==> config.mk <==
export PLATFORM = sky130hd
export DESIGN_NAME = pcvt_fault_arbiter
export DESIGN_NICKNAME = d
export VERILOG_FILES = /design/src/rtl/pcvt_pkg.sv /design/src/rtl/pcvt_prio_pick.sv /design/src/rtl/pcvt_cond_decode.sv /design/src/rtl/pcvt_mode_ctl.sv /design/src/rtl/pcvt_fault_arbiter.sv
export SDC_FILE = /design/constraint.sdc
export NUM_CORES = 1
export LEC_CHECK = 0
export ABC_AREA = 1
export BUFFER_PORTS_ARGS = -buffer_cell sky130_fd_sc_hd__buf_2
export CAP_MARGIN = 20
export CORE_UTILIZATION = 40
export CTS_CLUSTER_DIAMETER = 150
export DETAILED_ROUTE_END_ITERATION = 16
export GPL_TIMING_DRIVEN = 0
export PLACE_DENSITY = 0.77
export REMOVE_ABC_BUFFERS = 1
export SETUP_SLACK_MARGIN = 0.2
export SLEW_MARGIN = 40
export SYNTH_ARGS = -nofsm -noshare
export SYNTH_HDL_FRONTEND = slang
export SYNTH_SLANG_ARGS = --single-unit
==> constraint.sdc <==
create_clock -name clk -period 1.2 [get_ports clk]
set_input_delay 0.06 -clock clk [delete_from_list [all_inputs] [get_ports clk]]
set_output_delay 0.06 -clock clk [all_outputs]
set_load 0.01 [all_outputs]
==> src/rtl/pcvt_pkg.sv <==
package pcvt_pkg;
  localparam int NREG   = 8;
  localparam int TOP_W  = $clog2(NREG);
  localparam int NCOND  = 6;
  localparam int FLT_W  = NCOND + 1;
  // one-hot fault bit positions (0 = commit)
  localparam int F_NONE = 0;
  localparam int F_UD   = 1;
  localparam int F_NM   = 2;
  localparam int F_LIM  = 3;
  localparam int F_PF   = 4;
  localparam int F_MF   = 5;
  localparam int F_XM   = 6;

  typedef struct packed {
    logic emul;
    logic task_sw;
    logic mem_src;
    logic limit_viol;
    logic page_flt;
    logic fp_pend;
    logic inexact;
    logic inexact_mask;
  } pcvt_cond_t;
endpackage

==> src/rtl/pcvt_prio_pick.sv <==
// Fixed-priority one-hot picker: bit 0 is the highest priority.
module pcvt_prio_pick #(
  parameter int N = 6
) (
  input  logic [N-1:0] req_i,
  output logic [N-1:0] grant_o,
  output logic         any_o
);
  for (genvar i = 0; i < N; i++) begin : g_pick
    if (i == 0) begin : g_top
      assign grant_o[i] = req_i[i];
    end else begin : g_rest
      assign grant_o[i] = req_i[i] & ~(|req_i[i-1:0]);
    end
  end
  assign any_o = |req_i;
endmodule

==> src/rtl/pcvt_cond_decode.sv <==
// Turns the raw conditions into a ranked request vector, ordered
// invalid-opcode, device-not-available, limit, page, math, precision.
module pcvt_cond_decode
  import pcvt_pkg::*;
(
  input  pcvt_cond_t       cond_i,
  input  logic             mode_pkd_i,
  output logic [NCOND-1:0] req_o,
  output logic             do_switch_o,
  output logic             sticky_set_o
);
  logic higher_clear;
  logic reg_src;

  always_comb begin
    reg_src   = ~cond_i.mem_src;
    req_o     = '0;
    req_o[F_UD-1]  = cond_i.emul;
    req_o[F_NM-1]  = cond_i.task_sw;
    req_o[F_LIM-1] = cond_i.mem_src & cond_i.limit_viol;
    req_o[F_PF-1]  = cond_i.mem_src & cond_i.page_flt;
    req_o[F_MF-1]  = reg_src & cond_i.fp_pend;
    req_o[F_XM-1]  = cond_i.inexact & ~cond_i.inexact_mask;
    // the numeric stage is reached only if every higher slot is quiet
    higher_clear  = ~(|req_o[F_MF-1:0]);
    do_switch_o   = reg_src & higher_clear & ~mode_pkd_i;
    sticky_set_o  = higher_clear & cond_i.inexact & cond_i.inexact_mask;
  end
endmodule

==> src/rtl/pcvt_mode_ctl.sv <==
// Holds the register-file mode, stack top and tags; performs the switch.
module pcvt_mode_ctl
  import pcvt_pkg::*;
(
  input  logic             clk,
  input  logic             rst_n,
  input  logic             eval_i,
  input  logic             do_switch_i,
  output logic             mode_pkd_o,
  output logic [TOP_W-1:0] top_o,
  output logic [NREG-1:0]  tags_o,
  output logic             switch_o,
  output logic [NREG-1:0]  exp_fill_o
);
  logic             mode_d, mode_q;
  logic [TOP_W-1:0] top_d, top_q;
  logic [NREG-1:0]  tags_d, tags_q;
  logic             sw_d, sw_q;
  logic             take;

  always_comb begin
    take   = eval_i & do_switch_i;
    mode_d = mode_q;
    top_d  = top_q;
    tags_d = tags_q;
    sw_d   = take;
    if (take) begin
      mode_d = 1'b1;
      top_d  = '0;
      tags_d = '1;
    end
  end

  always_ff @(posedge clk or negedge rst_n) begin
    if (!rst_n) begin
      mode_q <= 1'b0;
      top_q  <= '0;
      tags_q <= '0;
      sw_q   <= 1'b0;
    end else begin
      sw_q <= sw_d;
      if (take) begin
        mode_q <= mode_d;
        top_q  <= top_d;
        tags_q <= tags_d;
      end
    end
  end

  assign mode_pkd_o = mode_q;
  assign top_o      = top_q;
  assign tags_o     = tags_q;
  assign switch_o   = sw_q;
  assign exp_fill_o = {NREG{sw_q}};

  // a pulse always shows the switched register-file state
  a_r6_switch_state: assert property (@(posedge clk) disable iff (!rst_n)
    switch_o |-> (top_o == '0) && (&tags_o) && mode_pkd_o);
  // no switch is requested when the mode is already packed
  a_r6_once_only: assert property (@(posedge clk) disable iff (!rst_n)
    mode_pkd_o |=> !switch_o);
endmodule

==> src/rtl/pcvt_fault_arbiter.sv <==
module pcvt_fault_arbiter
  import pcvt_pkg::*;
(
  input  logic             clk,
  input  logic             rst_n,
  input  logic             eval_i,
  input  logic             emul_i,
  input  logic             task_sw_i,
  input  logic             mem_src_i,
  input  logic             limit_viol_i,
  input  logic             page_flt_i,
  input  logic             fp_pend_i,
  input  logic             inexact_i,
  input  logic             inexact_mask_i,
  output logic [FLT_W-1:0] fault_o,
  output logic             transition_o,
  output logic [NREG-1:0]  exp_fill_o,
  output logic [TOP_W-1:0] stack_top_o,
  output logic [NREG-1:0]  tags_o,
  output logic             mode_pkd_o,
  output logic             prec_sticky_o
);
  pcvt_cond_t       cond;
  logic [NCOND-1:0] req, grant;
  logic             any_req, do_switch, sticky_set;
  logic [FLT_W-1:0] fault_d, fault_q;
  logic             sticky_d, sticky_q;

  always_comb begin
    cond.emul         = emul_i;
    cond.task_sw      = task_sw_i;
    cond.mem_src      = mem_src_i;
    cond.limit_viol   = limit_viol_i;
    cond.page_flt     = page_flt_i;
    cond.fp_pend      = fp_pend_i;
    cond.inexact      = inexact_i;
    cond.inexact_mask = inexact_mask_i;
  end

  pcvt_cond_decode u_dec (
    .cond_i      (cond),
    .mode_pkd_i  (mode_pkd_o),
    .req_o       (req),
    .do_switch_o (do_switch),
    .sticky_set_o(sticky_set)
  );

  pcvt_prio_pick #(.N(NCOND)) u_pick (
    .req_i  (req),
    .grant_o(grant),
    .any_o  (any_req)
  );

  pcvt_mode_ctl u_mode (
    .clk        (clk),
    .rst_n      (rst_n),
    .eval_i     (eval_i),
    .do_switch_i(do_switch),
    .mode_pkd_o (mode_pkd_o),
    .top_o      (stack_top_o),
    .tags_o     (tags_o),
    .switch_o   (transition_o),
    .exp_fill_o (exp_fill_o)
  );

  always_comb begin
    fault_d  = {grant, ~any_req};
    sticky_d = sticky_q | sticky_set;
  end

  always_ff @(posedge clk or negedge rst_n) begin
    if (!rst_n) begin
      fault_q  <= FLT_W'(1) << F_NONE;
      sticky_q <= 1'b0;
    end else if (eval_i) begin
      fault_q  <= fault_d;
      sticky_q <= sticky_d;
    end
  end

  assign fault_o       = fault_q;
  assign prec_sticky_o = sticky_q;

  // exactly one code bit
  a_r1_onehot: assert property (@(posedge clk) disable iff (!rst_n)
    $onehot(fault_o));
  // emulation bit wins
  a_r2_emul_first: assert property (@(posedge clk) disable iff (!rst_n)
    eval_i && emul_i |=> fault_o[F_UD]);
  // pending math fault blocks the switch
  a_r5_mf_blocks: assert property (@(posedge clk) disable iff (!rst_n)
    eval_i && !mem_src_i && fp_pend_i && !emul_i && !task_sw_i
    |=> fault_o[F_MF] && !transition_o);
  // memory source never switches
  a_r7_mem_no_switch: assert property (@(posedge clk) disable iff (!rst_n)
    eval_i && mem_src_i |=> !transition_o && $stable(tags_o) && $stable(stack_top_o));
  // result held between strobes
  a_r10_hold: assert property (@(posedge clk) disable iff (!rst_n)
    !eval_i |=> $stable(fault_o) && !transition_o);
  // sticky never falls outside reset
  a_r9_sticky: assert property (@(posedge clk) disable iff (!rst_n)
    prec_sticky_o |=> prec_sticky_o);
endmodule

**Word-level counts from Yosys, hierarchy flattened**

Cells that the tools add are included.

- Input port bits: 11
- Bits in registers: 11
- Output and inout bits: 29
- Word-level logic and storage cells: 34

- Reduce and logical (&&, ||, !) cells: 5
- Bitwise operators: 24

Operators by type and width:

| cell | count |
|---|---|
| 1-bit AND | 14 |
| 1-bit NOT | 9 |
| 6-bit OR reduction | 1 |
| 5-bit OR reduction | 1 |
| 4-bit OR reduction | 1 |
| 3-bit OR reduction | 1 |
| 2-bit OR reduction | 1 |
| 1-bit OR | 1 |

**Logic depth before layout (Yosys ltp)**

- Depth in word-level cells: 7
- Gate-level depth with buffers: 6
- Gate-level depth less buffers: 6

**Modules after synthesis**

Synthesis repeated with hierarchy kept, for this count alone.

- Cells, all modules: 97
- Area, all modules: 709.4 um2

By module, submodules not included:

| module | area an instance (um2) | cells each | sequential area each (um2) | instances |
|---|---|---|---|---|
| pcvt_fault_arbiter | 310.3 | 35 | 201.4 | 1 |
| pcvt_mode_ctl | 211.5 | 26 | 50.0 | 1 |
| pcvt_cond_decode | 103.8 | 19 | 0.0 | 1 |
| pcvt_prio_pick | 83.8 | 17 | 0.0 | 1 |

**Least setup slack after synthesis**

No wires, ideal clock.

- Path kind: register to register
- Start: register u_mode.tags_o[0] (netlist name)
- End: register u_mode.tags_o[0] (netlist name)
- Setup slack: 0.303 ns
- Data arrival time: 0.832 ns
- Stages on the path, launching flop included: 4
- Data required time: 1.135 ns
- Buffers on the path: 0
- Library setup time: 0.065 ns
- Clock period less this slack: 0.897 ns
- Path through: dfrtp_1 nor3_1 nand2_2 nand2_1

**Final worst setup path**

- Start: register fault_q[0], in the netlist fault_o[0]
- End: output fault_o[0]

RTL lines:

| what | line | RTL |
|---|---|---|
| start, declared | pcvt_fault_arbiter.sv:26 | `logic [FLT_W-1:0] fault_d, fault_q;` |
| start signal, assigned | pcvt_fault_arbiter.sv:73 | `fault_q <= FLT_W'(1) << F_NONE;` |
| start signal, assigned | pcvt_fault_arbiter.sv:76 | `fault_q <= fault_d;` |
| end, declared | pcvt_fault_arbiter.sv:15 | `output logic [FLT_W-1:0] fault_o,` |

No word-level cell between the ends.

==> impl_metrics.ini <==
[global_route]
grt_max_degree = 13
antenna_found_initial = 0
gr-total-overflow = 0
grtUsageTotal_pct = 16.6
grt_pass1_vias = 437
grt_pass1_wl_um = 1730

[logic_synthesis]
yosys.area.top_type = dfrtp_1
netlist_area_um2 = 611
ys_seq_area_share_pct = 41.2
synth.area.top_cells = dfrtp_1 37%, buf_4 23%, nand2_1 11%
synth_top_area_share_pct = 36.9
synth_cell_types = 18
syn_inst = 74
ys_warn_count = 0
ys_seq_elements = 10
syn_area_per_cell_um2 = 8.25

[floorplanning]
boundaryPins = 40
coreArea_um2 = 1370
die_x_um = 41.1
dieArea_um2 = 1690
start_util_pct = 44.7
die_y_um = 41.1
fp-row-count = 13

[place]
numPortBuffers = 36
gp_congestion = 0.746
dp_hpwl_um = 809
place_area_um2 = 663
dp_slack_ns = 0.296
post-place-cells = 107

[setup_path]
crit_chain = buf_6
criticalPathCategory = reg -> out
crit_arrival_ns = 0.89
startpoint_type = register
worst-path-max-fanout = 2
cpPeakStageDelay_ns = 0.54
worstPathRequired_ns = 1.14
critPathSlowestCell = dfstp_2
cp-end-kind = primary output
worst-path-buf-inv = 1
cp_top_family = flip-flops

[layout]
final_cell_count_no_fill = 112
drive_above_1_share_pct = 53.6
antenna_cells = 0
layout_common_cells = 35 x buf_2, 18 x nand2_1, 8 x dfrtp_1, 5 x inv_1, 4 x nand2_2
nNetsFinal = 109
final_common_cell = buf_2
fin_area_um2 = 717
area_growth_pct = 17.4

[drt]
dr.pass1.iters = 4
routedWlPerCell_um = 9.17
via_per_inst = 4.52
postRouteAntennaNets = 0
drc = 0
drtIter0Drc = 1
drt_wl_total_um = 1030
routed-via-count = 506

[pwr]
p_per_area_nw_per_um2 = 1050
irDropWorstVdd_mv = 0.841
p_leak_uw = 0.000423

[clock_network]
cts_tree = yes
clockRootBuffer = clkbuf_4
htreeDepth = 1
cts.path.max_buffers = 2
cts_buffers = 3
clock-sinks = 10
clock_latency_ns = 0.26
clk_pin_slew_worst_paths_ns = 0.07

[sta]
hold_viol_final = 0
setup_viol = 0
fin_ws_ns = 0.246
finalCriticalPeriod_ns = 0.954
fmax_ghz = 1.05
fin_skew_ns = 0.0000399
slew_violations = 0
grt_setup_unrepaired = no
fin_crit_sh_pct = 79.5

[hold_path]
holdCritPathClass = in -> reg

[status]
status = finished, final reports clean

[flow_run]
cap_violations = 0
==> synthesized netlist by cell type <==
| cell | number |
|---|---|
| inv_2 | 2 |
| inv_1 | 5 |
| nor2_4 | 1 |
| nand2_2 | 4 |
| nand2_1 | 18 |
| dfstp_2 | 1 |
| nor3_2 | 1 |
| a21oi_1 | 1 |
| buf_6 | 1 |
| conb_1 | 1 |
| o21ai_1 | 2 |
| dfrtp_1 | 9 |
| nand4_1 | 1 |
| buf_4 | 19 |
| nor2_2 | 2 |
| nor2_1 | 2 |
| nand3_1 | 2 |
| nor3_1 | 2 |
==> layout make-up <==
type,instances,area (um2)
Clock buffer,4,36.3
Fill cell,133,649
Inverter,7,26.3
Multi-Input combinational cell,39,186
Sequential cell,10,253
Tap cell,15,18.8
Timing Repair Buffer,37,196
==> layer usage <==
metal	track usage (%)	vias to the layer above	wire, um
li1	-	250	-
met1	18.5	216	443
met2	25.8	36	442
met3	5.43	4	121
met4	12.5	0	19
met5	0	-	0
==> stage by stage <==
| stage | hold WS [ns] | TNS, ns | total power, uW | util [%] |
|---|---|---|---|---|
| after global routing | 0.0438 | 0 | 797 | 52.5 |
| final | 0.0255 | 0 | 751 | 52.5 |
| after global placement | -0.0709 | 0 | 452 | 48.5 |
| after detailed placement | -0.0675 | 0 | 455 | 48.5 |
| after CTS | 0.0182 | 0 | 762 | 52.0 |
| after floorplan | -0.236 | -0.0860 | 407 | - |
==> worst min-delay path, delay by kind of cell <==
| family | cells | cell delay [ns] |
|---|---|---|
| AND/OR/NAND/NOR | 2 | 0.10 |
| buffers and inverters | 1 | 0.09 |
==> what timing repair did <==
| action | CTS | global route |
|---|---|---|
| hold buffers | 1 | 0 |
| gates resized for setup | 1 | 1 |
| endpoints found under the hold margin | 10 | 0 |
| setup buffers | 0 | 0 |
| setup endpoints to repair | 2 | 1 |
==> worst paths after layout <==
check	start	slack [ns]	to	cells after the start
max	fault_o[0]	0.25	fault_o[0]	1
min	task_sw_i	0.03	fault_o[2]	3
max reg2reg	u_mode.tags_o[0]	0.31	u_mode.tags_o[0]	3
min reg2reg	prec_sticky_o	0.46	prec_sticky_o	2
max in group asynchronous	rst_n	0.75	fault_o[0]	2
min in group asynchronous	rst_n	0.19	fault_o[1]	2
==> where the power goes <==
part | leakage [uW] | internal (uW) | total, uW | switching, uW
Combinational | 0.000281 | 37.8 | 96.9 | 59.1
Sequential | 0.000121 | 350 | 355 | 5.66
Clock | 0.0000210 | 184 | 298 | 114
==> registers in the layout, summed over array words and instances, names as in the netlist <==
signal           cells
u_mode.tags_o        1
u_mode.switch_o      1
fault_o              7
prec_sticky_o        1
==> cell families after synthesis <==
family / Yosys count / share of synthesized area (%)
and+or+nand+nor: 33 / 26.2
AOI/OAI and AO/OA: 3 / 2.46
DFF: 10 / 41.2
other: 1 / 0.614
buffers and inverters: 27 / 29.5
(Power assumes the default switching activity.)
